--- config.mk ---
export PLATFORM = sky130hd
export DESIGN_NAME = spi_flash_eng
export DESIGN_NICKNAME = d
export VERILOG_FILES = /design/src/rtl/spi_eng_pkg.sv /design/src/rtl/spi_eng_datapath.sv /design/src/rtl/spi_eng_ctrl.sv /design/src/rtl/spi_flash_eng.sv
export SDC_FILE = /design/constraint.sdc
export NUM_CORES = 1
export LEC_CHECK = 0
export BUFFER_PORTS_ARGS = -buffer_cell sky130_fd_sc_hd__buf_2
export CORE_MARGIN = 2
export CORE_UTILIZATION = 45
export DETAILED_ROUTE_END_ITERATION = 8
export PLACE_DENSITY = 0.72
export SLEW_MARGIN = 20
export SYNTH_ARGS = -nofsm -noshare
export SYNTH_HDL_FRONTEND = slang
export SYNTH_SLANG_ARGS = --single-unit
--- constraint.sdc ---
create_clock -name clk -period 2.4 [get_ports clk]
set_clock_uncertainty 0.05 [all_clocks]
set_input_delay 0.36 -clock clk [delete_from_list [all_inputs] [get_ports clk]]
set_output_delay 0.36 -clock clk [all_outputs]
set_load 0.02 [all_outputs]
--- src/rtl/spi_eng_pkg.sv ---
package spi_eng_pkg;

  typedef enum logic [1:0] {
    S_IDLE,
    S_BYTE_WAIT,
    S_SHIFT,
    S_PUSH
  } engState_t;

  // Strobes sent from the sequencer to the shift datapath.
  typedef struct packed {
    logic loadWord;
    logic loadByte;
    logic active;
    logic toggle;
    logic shiftOut;
    logic sampleIn;
  } dpStrobe_t;

  localparam int BITS_PER_BYTE = 8;

  // Register addresses and bit positions that software depends on.
  localparam logic [7:0] ADDR_CFG = 8'h00;
  localparam logic [7:0] ADDR_ENA = 8'h14;
  localparam logic [7:0] ADDR_MEM = 8'hA0;

  localparam int B_MASTER   = 0;
  localparam int B_CPOL     = 1;
  localparam int B_CPHA     = 2;
  localparam int B_BAUD     = 3;
  localparam int B_FWIDTH   = 6;
  localparam int B_CSLINE   = 10;
  localparam int B_CSMANUAL = 14;
  localparam int B_MSTARTEN = 15;
  localparam int B_MSTART   = 16;
  localparam int B_UPPER    = 28;
  localparam int B_TWOMEM   = 30;

endpackage

--- src/rtl/spi_eng_datapath.sv ---
module spi_eng_datapath
  import spi_eng_pkg::*;
#(
  parameter int WORD_W = 32,
  parameter int DIV_W  = 3
) (
  input  logic                           clk,
  input  logic                           rstN,
  input  dpStrobe_t                      strobe,
  input  logic [$clog2(WORD_W/8)-1:0]    byteSel,
  input  logic                           cpol,
  input  logic [DIV_W-1:0]               baudCode,
  input  logic [WORD_W-1:0]              wordIn,
  input  logic                           miso,
  output logic                           tick,
  output logic                           sclk,
  output logic                           mosi,
  output logic [BITS_PER_BYTE-1:0]       rxByte
);

  localparam int HALF_W = 1 << DIV_W;

  logic [WORD_W-1:0]        wordReg;
  logic [BITS_PER_BYTE-1:0] txShift;
  logic [BITS_PER_BYTE-1:0] rxShift;
  logic [HALF_W-1:0]        divCnt;
  logic [HALF_W-1:0]        halfM1;
  logic                     sclkReg;

  assign halfM1 = (HALF_W'(1) << baudCode) - HALF_W'(1);
  assign tick   = strobe.active && (divCnt == halfM1);

  // Half-period divider, restarted at each byte.
  always_ff @(posedge clk) begin
    if (!rstN) begin
      divCnt <= '0;
    end else if (strobe.loadByte || !strobe.active) begin
      divCnt <= '0;
    end else if (tick) begin
      divCnt <= '0;
    end else begin
      divCnt <= divCnt + HALF_W'(1);
    end
  end

  always_ff @(posedge clk) begin
    if (!rstN) begin
      wordReg <= '0;
    end else if (strobe.loadWord) begin
      wordReg <= wordIn;
    end
  end

  always_ff @(posedge clk) begin
    if (!rstN) begin
      txShift <= '0;
      sclkReg <= 1'b0;
    end else if (strobe.loadByte) begin
      txShift <= wordReg[{byteSel, 3'b000} +: BITS_PER_BYTE];
      sclkReg <= cpol;
    end else begin
      if (strobe.toggle)   sclkReg <= ~sclkReg;
      if (strobe.shiftOut) txShift <= {txShift[BITS_PER_BYTE-2:0], 1'b0};
    end
  end

  always_ff @(posedge clk) begin
    if (!rstN) begin
      rxShift <= '0;
    end else if (strobe.sampleIn) begin
      rxShift <= {rxShift[BITS_PER_BYTE-2:0], miso};
    end
  end

  assign sclk   = strobe.active ? sclkReg : cpol;
  assign mosi   = txShift[BITS_PER_BYTE-1];
  assign rxByte = rxShift;

endmodule

--- src/rtl/spi_eng_ctrl.sv ---
module spi_eng_ctrl
  import spi_eng_pkg::*;
#(
  parameter int WORD_W = 32,
  parameter int DIV_W  = 3,
  parameter int ADDR_W = 8,
  parameter int REG_W  = 32
) (
  input  logic                           clk,
  input  logic                           rstN,
  input  logic                           regWe,
  input  logic [ADDR_W-1:0]              regAddr,
  input  logic [REG_W-1:0]               regWdata,
  output logic [REG_W-1:0]               regRdata,
  input  logic                           txValid,
  input  logic [$clog2(WORD_W/8)-1:0]    txBytes,
  output logic                           txReady,
  input  logic                           rxFull,
  input  logic                           tick,
  output logic                           rxPush,
  output dpStrobe_t                      strobe,
  output logic [$clog2(WORD_W/8)-1:0]    byteSel,
  output logic                           cpol,
  output logic [DIV_W-1:0]               baudCode,
  output logic                           csLowerN,
  output logic                           csUpperN
);

  localparam int BYTES  = WORD_W / 8;
  localparam int SEL_W  = $clog2(BYTES);
  localparam int EDGES  = 2 * BITS_PER_BYTE;
  localparam int EDGE_W = $clog2(EDGES);
  localparam logic [EDGE_W-1:0] LAST_EDGE = EDGE_W'(EDGES - 1);

  // Software-visible settings
  logic             master, cpha, csLine, csManual, mStartEn, startPending;
  logic [1:0]       fifoWidth;
  logic             enReg, twoMem, upperSel;

  // Sequencer state
  engState_t        state;
  logic [SEL_W-1:0] byteIdx, lastIdx;
  logic [EDGE_W-1:0] edgeCnt;

  logic runOk, canTake, lead, busy, csDrive, pickUpper;

  assign runOk   = enReg && master;
  assign canTake = runOk && (!mStartEn || startPending);
  assign txReady = (state == S_IDLE) && canTake;
  assign rxPush  = (state == S_PUSH);
  assign busy    = (state != S_IDLE);
  assign byteSel = byteIdx;
  assign lead    = ~edgeCnt[0];

  wire unusedWdata = ^{regWdata[REG_W-1:B_TWOMEM+1], regWdata[B_TWOMEM-1],
                       regWdata[B_UPPER-1:B_MSTART+1], regWdata[B_CSMANUAL-1:B_CSLINE+1],
                       regWdata[B_CSLINE-1:B_FWIDTH+2]};

  // Register file
  always_ff @(posedge clk) begin
    if (!rstN) begin
      master       <= 1'b0;
      cpol         <= 1'b0;
      cpha         <= 1'b0;
      baudCode     <= '0;
      fifoWidth    <= '0;
      csLine       <= 1'b1;
      csManual     <= 1'b0;
      mStartEn     <= 1'b0;
      startPending <= 1'b0;
      enReg        <= 1'b0;
      twoMem       <= 1'b0;
      upperSel     <= 1'b0;
    end else begin
      if (regWe && regAddr == ADDR_CFG) begin
        master    <= regWdata[B_MASTER];
        cpol      <= regWdata[B_CPOL];
        cpha      <= regWdata[B_CPHA];
        baudCode  <= regWdata[B_BAUD +: DIV_W];
        fifoWidth <= regWdata[B_FWIDTH +: 2];
        csLine    <= regWdata[B_CSLINE];
        csManual  <= regWdata[B_CSMANUAL];
        mStartEn  <= regWdata[B_MSTARTEN];
        if (!regWdata[B_MSTARTEN])   startPending <= 1'b0;
        else if (regWdata[B_MSTART]) startPending <= 1'b1;
      end else if (startPending && state == S_IDLE && !txValid) begin
        startPending <= 1'b0;
      end
      if (regWe && regAddr == ADDR_ENA) enReg <= regWdata[0];
      if (regWe && regAddr == ADDR_MEM) begin
        twoMem   <= regWdata[B_TWOMEM];
        upperSel <= regWdata[B_UPPER];
      end
    end
  end

  always_comb begin
    regRdata = '0;
    case (regAddr)
      ADDR_CFG: begin
        regRdata[B_MASTER]           = master;
        regRdata[B_CPOL]             = cpol;
        regRdata[B_CPHA]             = cpha;
        regRdata[B_BAUD +: DIV_W]    = baudCode;
        regRdata[B_FWIDTH +: 2]      = fifoWidth;
        regRdata[B_CSLINE]           = csLine;
        regRdata[B_CSMANUAL]         = csManual;
        regRdata[B_MSTARTEN]         = mStartEn;
        regRdata[B_MSTART]           = startPending;
      end
      ADDR_ENA: regRdata[0] = enReg;
      ADDR_MEM: begin
        regRdata[B_TWOMEM] = twoMem;
        regRdata[B_UPPER]  = upperSel;
      end
      default: regRdata = '0;
    endcase
  end

  // Byte sequencer
  always_ff @(posedge clk) begin
    if (!rstN) begin
      state   <= S_IDLE;
      byteIdx <= '0;
      lastIdx <= '0;
      edgeCnt <= '0;
    end else begin
      case (state)
        S_IDLE: begin
          if (txValid && txReady) begin
            lastIdx <= (txBytes == '0) ? SEL_W'(BYTES - 1) : txBytes - SEL_W'(1);
            byteIdx <= '0;
            state   <= S_BYTE_WAIT;
          end
        end
        S_BYTE_WAIT: begin
          if (!runOk) begin
            state <= S_IDLE;
          end else if (!rxFull) begin
            edgeCnt <= '0;
            state   <= S_SHIFT;
          end
        end
        S_SHIFT: begin
          if (!runOk) begin
            state <= S_IDLE;
          end else if (tick) begin
            edgeCnt <= edgeCnt + EDGE_W'(1);
            if (edgeCnt == LAST_EDGE) state <= S_PUSH;
          end
        end
        S_PUSH: begin
          if (byteIdx == lastIdx) begin
            state <= S_IDLE;
          end else begin
            byteIdx <= byteIdx + SEL_W'(1);
            state   <= S_BYTE_WAIT;
          end
        end
        default: state <= S_IDLE;
      endcase
    end
  end

  // Strobes to the datapath
  always_comb begin
    strobe          = '0;
    strobe.loadWord = txValid && txReady;
    strobe.loadByte = (state == S_BYTE_WAIT) && runOk && !rxFull;
    strobe.active   = (state == S_SHIFT);
    strobe.toggle   = tick;
    strobe.sampleIn = tick && (lead ^ cpha);
    strobe.shiftOut = tick && (cpha ? (lead && edgeCnt != '0)
                                    : (!lead && edgeCnt != LAST_EDGE));
  end

  // Chip select and memory routing
  assign csDrive   = csManual ? csLine : ~busy;
  assign pickUpper = twoMem && upperSel;
  assign csLowerN  = pickUpper ? 1'b1 : csDrive;
  assign csUpperN  = pickUpper ? csDrive : 1'b1;

endmodule

--- src/rtl/spi_flash_eng.sv ---
module spi_flash_eng
  import spi_eng_pkg::*;
#(
  parameter int WORD_W = 32,
  parameter int DIV_W  = 3,
  parameter int ADDR_W = 8,
  parameter int REG_W  = 32
) (
  input  logic                        clk,
  input  logic                        rstN,
  input  logic                        regWe,
  input  logic [ADDR_W-1:0]           regAddr,
  input  logic [REG_W-1:0]            regWdata,
  output logic [REG_W-1:0]            regRdata,
  input  logic                        txValid,
  input  logic [WORD_W-1:0]           txData,
  input  logic [$clog2(WORD_W/8)-1:0] txBytes,
  output logic                        txReady,
  input  logic                        rxFull,
  output logic                        rxPush,
  output logic [7:0]                  rxByte,
  output logic                        sclk,
  output logic                        mosi,
  input  logic                        miso,
  output logic                        csLowerN,
  output logic                        csUpperN
);

  localparam int SEL_W = $clog2(WORD_W / 8);

  dpStrobe_t        strobe;
  logic [SEL_W-1:0] byteSel;
  logic             cpol, tick;
  logic [DIV_W-1:0] baudCode;

  spi_eng_ctrl #(.WORD_W(WORD_W), .DIV_W(DIV_W), .ADDR_W(ADDR_W), .REG_W(REG_W)) u_ctrl (
    .clk(clk), .rstN(rstN), .regWe(regWe), .regAddr(regAddr), .regWdata(regWdata),
    .regRdata(regRdata), .txValid(txValid), .txBytes(txBytes), .txReady(txReady),
    .rxFull(rxFull), .tick(tick), .rxPush(rxPush), .strobe(strobe), .byteSel(byteSel),
    .cpol(cpol), .baudCode(baudCode), .csLowerN(csLowerN), .csUpperN(csUpperN)
  );

  spi_eng_datapath #(.WORD_W(WORD_W), .DIV_W(DIV_W)) u_dp (
    .clk(clk), .rstN(rstN), .strobe(strobe), .byteSel(byteSel), .cpol(cpol),
    .baudCode(baudCode), .wordIn(txData), .miso(miso), .tick(tick), .sclk(sclk),
    .mosi(mosi), .rxByte(rxByte)
  );

endmodule

[Yosys cells after proc, flatten, opt, wreduce, memory -nomap -nowiden]
Index checks and enable logic that the tools add are counted.
Word-level totals
  flip-flop bits (word level): 82
  output and inout bits: 46
  logic and storage cells: 127
  input bits: 80
Operators by class
  multiplexer cells: 36
  reduce and logical (&&, ||, !) cells: 39
  bitwise operators: 5
  add/sub/neg operators: 5
  shifts and indexed selects: 2
  equality and inequality tests: 19
Operators by type and width (count)
  variable part select 32 x 6 -> 8 bit: 1
  two-way mux 2 bit: 9
  logical AND 1 bit: 17
  two-way mux 4 bit: 4
  two-way mux 8 bit: 2
  two-way mux 1 bit: 15
  inequality test 3 bit (second input constant): 4
  nonzero test 2 bit: 6
  inequality test 2 bit (second input constant): 5
  adder 8 x 1 -> 8 bit (second input constant): 1
  equality test 8 x 5 -> 1 bit (second input constant): 1
  equality test 8 bit: 1
  equality test 8 bit (second input constant): 1
  logical NOT 8 bit: 1
  case mux 2 bit (4 select lines): 1
  case mux 4 bit (2 select lines): 1
  left shift 1 x 3 -> 8 bit (first input constant): 1
  subtractor 8 x 2 -> 8 bit (second input constant): 1
  two-way mux 7 bit: 1
  AND reduction 5 bit: 1
  adder 4 x 1 -> 4 bit (second input constant): 1
  equality test 2 bit (second input constant): 2
  equality test 4 bit (second input constant): 1
  logical NOT 1 bit: 4
  other kinds (18): 24

[Logic depth before layout (Yosys ltp)]
Gate-level depths: netlist (run 1).
  depth after elaboration: 7
  gate-level depth with buffers: 8
  depth with buffers taken out: 7

[Modules after synthesis]
From an unflattened synthesis (run 1), not the netlist that was laid out.
Second synthesis, totals
  cells, all modules: 446
  area total of the unflattened synthesis: 4205.3 um2
By module, submodules not included
  spi_eng_datapath: cells an instance 250, times used 1, area an instance 2691.3 um2, seq. area each 1141.1 um2
  spi_eng_ctrl: cells an instance 196, times used 1, area an instance 1514.0 um2, seq. area each 500.5 um2

[Worst setup path before layout (run 1)]
Ideal clock, no wire load.
  path type: flip-flop to flip-flop
  from: reg u_ctrl.state[1]
  to: reg u_ctrl.lastIdx[1]
  cell stages (with the launch flop): 7
  setup slack: 141 ps
  data arrival time: 2093 ps
  path buffers: 2
  library setup time: 116 ps
  path through: dfxtp_1 -> a2111oi_1 -> and2_1 -> buf_2 -> buf_2 -> nand2_1 -> o211a_1
Between the ends
  longest elaborated chain between the ends: 4
RTL lines
  start, declared: line spi_eng_ctrl.sv:41  | engState_t state;
  start signal, assigned: line spi_eng_ctrl.sv:123  | state <= S_IDLE;
  start signal, assigned: line spi_eng_ctrl.sv:133  | state <= S_BYTE_WAIT;
  start signal, assigned: line spi_eng_ctrl.sv:138  | state <= S_IDLE;
  logical NOT 2 bit: line spi_eng_ctrl.sv:49  | assign txReady = (state == S_IDLE) && canTake;
  logical AND 1 bit: line spi_eng_ctrl.sv:49
  via txReady: line spi_flash_eng.sv:18  | output logic txReady,
  logical AND 1 bit: line spi_eng_ctrl.sv:130  | if (txValid && txReady) begin
  AND reduction 2 bit (no source line)
  end signal, assigned: line spi_eng_ctrl.sv:131  | lastIdx <= (txBytes == '0) ? SEL_W'(BYTES - 1) : txBytes - SEL_W'(1);
  end, declared: line spi_eng_ctrl.sv:42  | logic [SEL_W-1:0] byteIdx, lastIdx;
The timed path passes the listed nets, and every way through them passes these cells.
A chain may end at the register's enable or synchronous reset.

[Worst setup path in the final report (run 1)]
  from: in regAddr[1]
  to: out regRdata[0]
Between the ends
  longest elaborated chain between the ends: 2
  elaborated cells on any way between the ends: 3
  classes of those cells: 1 x eq/ne; 1 x mux; 1 x reduce/logical
RTL lines
  start, declared: line spi_flash_eng.sv:12  | input logic [ADDR_W-1:0] regAddr,
  equality test 8 x 5 -> 1 bit or logical NOT 8 bit (tied branches): line spi_eng_ctrl.sv:99  | case (regAddr)
  case mux 1 bit (2 select lines) *: line spi_eng_ctrl.sv:99
  end, declared: line spi_flash_eng.sv:14  | output logic [REG_W-1:0] regRdata,
Mark *: on every way between the ends. The rest lies on a longest branch, timed or not.

==> results.py, run 1 <==
metrics = {
    "run": {
        "max_cap_violations": 0,
    },
    "critical_path": {
        "r2r_slack_ns": 0.21,
        "reg2reg_depth": 6,
        "crit_top_cell": "buf_2",
        "r2r-end": "u_dp.txShift[0]$_SDFFE_PN0P_",
        "crit-reg2reg-launch": "u_ctrl.baudCode[1]$_SDFFE_PN0P_",
        "path_class": "in -> out",
        "end_kind": "output pin",
        "slowest_stage": "or4_1",
        "required_ns": 1.99,
        "cp_slowest_stage_delay_ns": 0.60,
        "startpoint_type": "input port",
        "crit_chain": "buf_2, or4_1, nor4_4, buf_12, a22o_1, buf_2",
        "arrival_ns": 1.86,
        "path_max_fanout": 24,
    },
    "grt": {
        "antenna_found_initial": 0,
        "grt_pass1_wl_mm": 14.8,
        "grt_max_degree": 40,
        "met3_usage": 0.0348,
        "grt_pass1_vias": 3229,
        "top_usage_layer": "met2",
        "grt.total_usage": 0.186,
        "use_met2": 0.300,
        "grtUsageMet1": 0.249,
        "overflow": 0,
    },
    "clock_tree": {
        "root_buffer": "clkbuf_8",
        "cts_resized": 0,
        "htreeDepth": 3,
        "clkLatencyLatePin_ns": 0.37,
        "numClockSinks": 82,
        "cts_tree": "yes",
        "path_clk_slew_ns": 0.09,
        "cts_buffers": 9,
        "cts_buffer_depth": 2,
        "hold_buffers": 0,
        "cts_setup_buffers": 0,
    },
    "synthesis": {
        "synth_top_area_cell": "dfxtp_1",
        "syn_inst": 480,
        "synthArstFlopShare": 0,
        "synthFlopType": "dfxtp_1",
        "synth_area_leaders": "dfxtp_1 40%, nand2_1 9.4%, a21boi_0 7.6%, mux4_2 4.4%, buf_4 3.5%",
        "synth_cell_type_count": 54,
        "yosysWarnings": 0,
        "syn_area_um2": 4130,
        "synth-seq-cells": 82,
        "yosys.area.top_type_share": 0.398,
        "synth-seq-area-share": 0.398,
        "synth_edf_count": 0,
        "synth_area_per_cell_um2": 8.60,
    },
    "sta": {
        "tightest_slew_ns": 0.607,
        "timing.final.ws_setup_ns": 0.130,
        "fin_crit_sh": 0.946,
        "setup_violations": 0,
        "hold_viol_final": 0,
        "maxSlewHeadroom": 0.595,
        "fin_tns_setup_ns": 0,
        "fin_crit_ns": 2.27,
        "fmax_mhz": 441,
        "rsz0062_at_grt": "no",
        "maxSlewViolCount": 0,
    },
    "route": {
        "drt_wl_total_mm": 8.97,
        "drc": 0,
        "drtIter0Drc": 200,
        "viasPerCell": 5.14,
        "vias": 3471,
        "ant_nets": 0,
        "wire_per_inst_um": 13.3,
        "first_pass_iters": 4,
    },
    "pwr": {
        "power_mw": 2.43,
        "p_leak_nw": 1.91,
        "p_per_area_nw_per_um2": 506,
        "ir_drop_uv": 308,
    },
    "floorplan": {
        "num_rows": 34,
        "io_pins": 126,
        "start_util": 0.469,
        "die_y_um": 99.8,
        "die_w_um": 99.8,
        "die_area_um2": 9960,
        "core_area_um2": 8810,
    },
    "layout": {
        "n_fill_cell": 820,
        "layout_common_cells": "103 x nand2_1, 89 x buf_2, 82 x dfxtp_1",
        "drive_gt1_frac": 0.256,
        "antenna-diode-count": 0,
        "layout.cells.most_common": "nand2_1",
        "syn_to_final_growth_pct": 16.4,
        "nets": 646,
    },
    "hold_path": {
        "hp-class": "in -> reg",
        "hold_start": "txData[22]",
        "hold_path_end": "u_dp.wordReg[22]$_SDFFE_PN0P_",
        "hold_depth": 3,
    },
    "place": {
        "place.gp.congestion": 0.775,
        "numPortBuffers": 89,
        "hpwl_mm": 6.45,
        "post-place-ws_ns": 0.137,
    },
    "status": {
        "status": "finished clean",
    },
}
-- worst max-delay path, delay by kind of cell --
| kind | cells | cell delay [ns] |
|---|---|---|
| compound gates | 1 | 0.16 |
| buf+inv | 3 | 0.45 |
| simple gates | 2 | 0.89 |
-- per-stage QoR --
stage | cells | utilization | hold WS (ns) | cell area [µm²]
finish | 675 | 0.546 | 0.170 | 4810
global route | 675 | 0.546 | 0.170 | 4810
CTS | 675 | 0.546 | 0.158 | 4810
detailed placement | 659 | 0.525 | 0.395 | 4620
global placement | 659 | 0.525 | 0.390 | 4620
floorplan | 497 | - | 0.382 | 4190
-- cells by family after synthesis --
family / share of synthesized area
flip-flops: 0.398
adder cells (fa/ha/maj): 0.0121
AND/OR/NAND/NOR: 0.254
other: 0.000908
XOR/XNOR: 0.0294
AO/OA/AOI/OAI: 0.162
multiplexers: 0.0703
buffers and inverters: 0.0740
-- power by group --
part	total, mW	internal [mW]	switching [mW]
sequential	1.36	1.36	0.000388
combinational	0.124	0.0545	0.0699
clock	0.949	0.393	0.555
-- synthesized netlist by cell type (11+ instances only) --
master and number:
mux2i_1 11, dfxtp_1 82, nor2_1 26, and2_1 16
o21ai_0 15, clkbuf_1 16, a21boi_0 42, nor2b_1 14
buf_4 19, nand2_1 103, nand3_1 22, nor3_1 11
-- per-layer routing --
| layer | share of wire | vias to the layer above | wire (µm) |
|---|---|---|---|
| li1 | - | 1755 | - |
| met1 | 0.47 | 1607 | 4190 |
| met2 | 0.47 | 95 | 4180 |
| met3 | 0.050 | 14 | 451 |
| met4 | 0.016 | 0 | 148 |
| met5 | 0 | - | 0 |
-- how the worst max path moves through the flow --
| stage | from | to | slack, ns |
|---|---|---|---|
| after floorplan | u_ctrl.state[1]$_SDFFE_PN0P_ | u_ctrl.lastIdx[1]$_SDFFE_PN0P_ | 0.14 |
| after global placement | regAddr[1] | regRdata[0] | 0.15 |
| after detailed placement | regAddr[1] | regRdata[0] | 0.14 |
| after CTS | regAddr[1] | regRdata[0] | 0.11 |
| after global routing | regAddr[1] | regRdata[0] | 0.06 |
| final | regAddr[1] | regRdata[0] | 0.13 |
-- flip-flops by register name, indices dropped and copies added, names as in the netlist, 2 cells and up --
register	flops
u_dp.rxByte	8
u_dp.divCnt	8
u_ctrl.baudCode	3
u_ctrl.edgeCnt	4
u_dp.wordReg	32
u_ctrl.fifoWidth	2
u_dp.txShift	8
u_ctrl.lastIdx	2
u_ctrl.byteSel	2
u_ctrl.state	2
-- final cells by class --
type / count / area [µm²] / area share
clock buffer: 9 / 124 / 0.0258
clock inverter: 7 / 61.3 / 0.0128
inverter: 8 / 30.0 / 0.00625
multi-input combinational: 360 / 2250 / 0.469
sequential: 82 / 1640 / 0.342
tap: 108 / 135 / 0.0281
timing repair buffer: 101 / 561 / 0.117
No activity file was read; power rests on OpenSTA's default activity.
==> run 2, diff against run 1 <==
Settings changed: GPL_TIMING_DRIVEN set to 0, SKIP_CTS_REPAIR_TIMING set to 1.
==> run 2 against run 1 <==
Non-clock buffer count up 36. Via count up 5.2%. Sequential power about the same.
==> results.py, run 2 (same netlist as run 1, synthesis figures left out) <==
metrics = {
    "layout": {
        "layout.cells.non_filler": 711,
        "largest_register": "u_dp.wordReg",
        "seq_area_um2": 1640,
        "multi_input_area_um2": 2260,
        "n_fill_cell": 805,
        "fin_area_um2": 5000,
        "nets": 682,
        "antenna-diode-count": 0,
        "largest_register_ffs": 32,
        "syn_to_final_growth_pct": 21.1,
        "layout.cells.most_common": "nand2_1",
        "drive_gt1_frac": 0.277,
        "layout_common_cells": "103 x nand2_1, 97 x buf_2, 82 x dfxtp_1",
    },
    "grt": {
        "antenna_found_initial": 0,
        "grt_pass1_vias": 3401,
        "grt_pass1_wl_mm": 15.8,
        "grt.total_usage": 0.200,
        "overflow": 0,
        "grt_max_degree": 19,
    },
    "sta": {
        "timing.final.ws_setup_ns": 0.0614,
        "fin_tns_setup_ns": 0,
        "fin_crit_ns": 2.34,
        "fin_crit_sh": 0.974,
        "fmax_mhz": 428,
        "tightest_slew_ns": 0.540,
        "setup_violations": 0,
        "maxSlewViolCount": 0,
        "hold_viol_final": 0,
        "maxSlewHeadroom": 0.639,
    },
    "floorplan": {
        "start_util": 0.469,
        "die_area_um2": 9960,
        "num_rows": 34,
        "die_w_um": 99.8,
        "io_pins": 126,
        "die_y_um": 99.8,
        "core_area_um2": 8810,
    },
    "route": {
        "vias": 3650,
        "first_pass_iters": 4,
        "drc": 0,
        "drtIter0Drc": 180,
        "drt_wl_total_mm": 9.70,
        "wire_per_inst_um": 13.6,
        "viasPerCell": 5.13,
        "ant_nets": 0,
    },
    "place": {
        "hpwl_mm": 7.31,
        "place.gp.congestion": 0.826,
        "placed_area_um2": 4770,
        "dp.cells": 693,
        "post-place-ws_ns": -0.329,
        "numPortBuffers": 88,
    },
    "critical_path": {
        "crit_top_cell": "buf_2",
        "crit_chain": "buf_2, or4_1, nor4_4, buf_2, a22o_1, buf_2",
        "arrival_ns": 1.93,
        "r2r_slack_ns": 0.21,
        "end_kind": "output pin",
        "path_class": "in -> out",
        "path_max_fanout": 10,
        "critPathCapture": "regRdata[0]",
        "slowest_stage": "or4_1",
        "cp_slowest_stage_delay_ns": 0.61,
        "reg2reg_depth": 5,
        "required_ns": 1.99,
        "r2r-end": "u_dp.txShift[7]$_SDFFE_PN0P_",
        "crit_path_start": "regAddr[1]",
        "crit-reg2reg-launch": "u_ctrl.state[0]$_SDFFE_PN0P_",
        "startpoint_type": "input port",
    },
    "pwr": {
        "p_seq_frac": 0.537,
        "p_clk_frac": 0.402,
        "power_mw": 2.53,
        "swShare": 0.269,
        "p_int_mw": 1.85,
        "p_sw_mw": 0.682,
        "p_per_area_nw_per_um2": 507,
        "ir_drop_uv": 217,
        "combPwrFrac": 0.061,
        "p_leak_nw": 2.06,
    },
    "clock_tree": {
        "numClockSinks": 82,
        "cts_buffers": 9,
        "htreeDepth": 3,
        "root_buffer": "clkbuf_8",
        "clkLatencyLatePin_ns": 0.37,
        "cts_tree": "yes",
        "path_clk_slew_ns": 0.11,
        "cts_buffer_depth": 2,
    },
    "status": {
        "status": "finished clean",
    },
    "run": {
        "max_cap_violations": 0,
    },
    "hold_path": {
        "hold_start": "txData[21]",
        "hp-class": "in -> reg",
    },
}
==> run 2: metrics by stage <==
step / hold slack (ns) / utilization
after floorplan: 0.382 / -
after global placement: 0.391 / 0.541
after detailed placement: 0.402 / 0.541
after CTS: 0.158 / 0.564
after global routing: 0.157 / 0.568
final: 0.165 / 0.568
==> run 2: worst min path at each step <==
| stage | endpoint | depth (start not counted) |
|---|---|---|
| 2_1_floorplan | u_dp.wordReg[21]$_SDFFE_PN0P_ | 2 |
| 3_5_place_dp | u_dp.wordReg[22]$_SDFFE_PN0P_ | 2 |
| 4_1_cts | u_dp.wordReg[21]$_SDFFE_PN0P_ | 3 |
| 6_report | u_dp.wordReg[21]$_SDFFE_PN0P_ | 3 |
| 5_1_grt | u_dp.wordReg[21]$_SDFFE_PN0P_ | 3 |
| 3_3_place_gp | u_dp.wordReg[22]$_SDFFE_PN0P_ | 2 |
==> run 2: critical path, delay by kind of cell <==
family	cells	cell delay (ns)
compound gates	1	0.17
buf+inv	3	0.53
simple gates	2	0.86
==> run 2: routing by layer <==
layer	routed length [µm]	vias up	track usage
met5	0	-	0
met2	4630	125	0.341
li1	-	1838	-
met3	605	10	0.0397
met1	4350	1677	0.258
met4	110	0	0.0580
==> run 2: layout make-up <==
| type | count | share of cell area |
|---|---|---|
| Buffer | 47 | 0.0558 |
| Clock buffer | 9 | 0.0248 |
| Clock inverter | 7 | 0.0148 |
| Inverter | 8 | 0.00601 |
| Multi-Input combinational cell | 360 | 0.452 |
| Sequential cell | 82 | 0.328 |
| Tap cell | 108 | 0.0270 |
| Timing Repair Buffer | 90 | 0.0911 |
==> run 2: power groups by stage <==
stage / sequential, mW / clock [mW] / combinational [mW]
4_1_cts: 1.36 / 1.04 / 0.152
3_5_place_dp: 1.39 / 0 / 0.152
5_1_grt: 1.36 / 1.10 / 0.168
6_report: 1.36 / 1.02 / 0.155
3_3_place_gp: 1.39 / 0 / 0.150
2_1_floorplan: 1.39 / 0 / 0.0840
==> run 3, diff against run 2 <==
Settings changed: MAX_ROUTING_LAYER set to met4, REMOVE_ABC_BUFFERS set to 1.
==> run 3 against run 2 <==
Maximum frequency is 3.8% higher. Die area did not move. Via count is 8.0% lower. Count of clock-buffer cells in the layout rose by 4. Hold slack better by 0.028 ns. Critical path depth is 1 lower. Non-clock buffer count shrank 46. Global-route usage decreased by 2.9 points. Final cell count shrank 6.6%. Highest routed layer unchanged.
==> results.py, run 3 (same netlist as run 1, synthesis figures left out) <==
metrics = {
    "layout": {
        "n_fill_cell": 837,
        "nets": 636,
        "layout.cells.non_filler": 664,
        "drive_gt1_frac": 0.246,
        "layout.cells.most_common": "nand2_1",
        "layout_common_cells": "102 x nand2_1, 89 x buf_2, 81 x dfxtp_1",
        "seq_area_um2": 1640,
        "largest_register_ffs": 32,
        "antenna-diode-count": 0,
        "multi_input_area_um2": 2270,
        "fin_area_um2": 4760,
        "syn_to_final_growth_pct": 15.3,
        "largest_register": "u_dp.wordReg",
    },
    "route": {
        "first_pass_iters": 4,
        "ant_nets": 0,
        "drtIter0Drc": 81,
        "viasPerCell": 5.06,
        "vias": 3359,
        "drt_wl_total_mm": 7.96,
        "wire_per_inst_um": 12.0,
        "drc": 0,
    },
    "sta": {
        "setup_violations": 0,
        "fin_crit_sh": 0.939,
        "rsz0062_at_grt": "no",
        "maxSlewHeadroom": 0.316,
        "timing.final.ws_setup_ns": 0.147,
        "fmax_mhz": 444,
        "hold_ws_ns": 0.194,
        "fin_crit_ns": 2.25,
        "fin_tns_setup_ns": 0,
        "hold_viol_final": 0,
        "maxSlewViolCount": 0,
        "tightest_slew_ns": 1.03,
    },
    "critical_path": {
        "crit_family": "simple AND/OR/NAND/NOR gates",
        "end_kind": "output pin",
        "cp.buffers_inverters": 2,
        "crit_chain": "buf_2, or4_1, nor4_2, and2_1, buf_2",
        "slowest_stage": "or4_1",
        "path_class": "in -> out",
        "reg2reg_depth": 6,
        "cp_slowest_stage_delay_ns": 0.62,
        "arrival_ns": 1.84,
        "crit_top_cell": "buf_2",
        "r2r-end": "u_dp.txShift[7]$_SDFFE_PN0P_",
        "r2r_slack_ns": 0.23,
        "path_max_fanout": 5,
        "startpoint_type": "input port",
        "crit-reg2reg-launch": "u_ctrl.baudCode[0]$_SDFFE_PN0P_",
        "required_ns": 1.99,
    },
    "floorplan": {
        "die_y_um": 99.8,
        "start_util": 0.469,
        "num_rows": 34,
        "die_w_um": 99.8,
        "core_area_um2": 8810,
        "die_area_um2": 9960,
        "io_pins": 126,
    },
    "clock_tree": {
        "cts_buffer_depth": 2,
        "numClockSinks": 82,
        "clkLatencyLatePin_ns": 0.35,
        "cts_buffers": 9,
        "path_clk_slew_ns": 0.07,
        "root_buffer": "clkbuf_8",
        "cts_tree": "yes",
        "htreeDepth": 3,
    },
    "grt": {
        "grtUsageMet1": 0.201,
        "grt_pass1_wl_mm": 13.7,
        "grt_pass1_vias": 3193,
        "overflow": 0,
        "met3_usage": 0.0348,
        "grt.total_usage": 0.171,
        "antenna_found_initial": 0,
        "grt_max_degree": 75,
        "use_met2": 0.291,
        "top_usage_layer": "met2",
    },
    "hold_path": {
        "hp-class": "in -> reg",
        "hold_depth": 3,
        "hold_path_end": "u_dp.wordReg[21]$_SDFFE_PN0P_",
        "hold_start": "txData[21]",
    },
    "place": {
        "dp.cells": 648,
        "numPortBuffers": 89,
        "hpwl_mm": 5.69,
        "post-place-ws_ns": -0.193,
        "place.gp.congestion": 0.824,
        "placed_area_um2": 4520,
    },
    "pwr": {
        "ir_drop_uv": 251,
        "p_per_area_nw_per_um2": 542,
        "p_leak_nw": 1.88,
    },
    "status": {
        "status": "finished clean",
    },
    "run": {
        "max_cap_violations": 0,
    },
}
## run 3: cell type report
cell class / instances / share of cell area
inverter: 8 / 0.00631
tap: 108 / 0.0284
timing repair buffer: 91 / 0.0976
clock buffer: 13 / 0.0334
multi-input combinational: 360 / 0.476
sequential: 82 / 0.345
clock inverter: 2 / 0.0126
## run 3: through the flow
step	utilization	power (mW)
after floorplan	-	1.44
after global placement	0.511	1.51
after detailed placement	0.513	1.51
after CTS	0.538	2.61
after global routing	0.540	2.69
final	0.540	2.58
## run 3: how the worst max path moves through the flow
stage | depth (start not counted) | to | start
after floorplan | 6 | u_ctrl.startPending$_SDFFE_PN0P_ | regAddr[1]
after global routing | 6 | u_dp.txShift[7]$_SDFFE_PN0P_ | u_ctrl.baudCode[0]$_SDFFE_PN0P_
after detailed placement | 5 | u_ctrl.lastIdx[0]$_SDFFE_PN0P_ | u_ctrl.enReg$_SDFFE_PN0P_
after global placement | 7 | u_ctrl.startPending$_SDFFE_PN0P_ | regAddr[1]
final | 5 | regRdata[30] | regAddr[1]
after CTS | 5 | u_ctrl.lastIdx[0]$_SDFFE_PN0P_ | u_ctrl.enReg$_SDFFE_PN0P_
## run 3: worst register-to-register path, cell delays in order (launching register included)
cell,delay (ns)
dfxtp_1,0.50
xor2_2,0.16
a32oi_1,0.15
a221oi_4,0.49
and4bb_4,0.44
nor3_1,0.08
a211oi_1,0.22
## run 3: per-layer routing
layer / wire length, µm / vias to the layer above
met5: 0 / -
met2: 3750 / 82
met1: 3710 / 1534
met3: 374 / 12
li1: - / 1731
met4: 120 / 0
## run 3: report_power, final
part	leakage [nW]	switching (mW)	internal (mW)
Sequential	0.661	0.000369	1.36
Clock	0.110	0.462	0.639
Combinational	1.11	0.0671	0.0533
Total	1.88	0.529	2.05
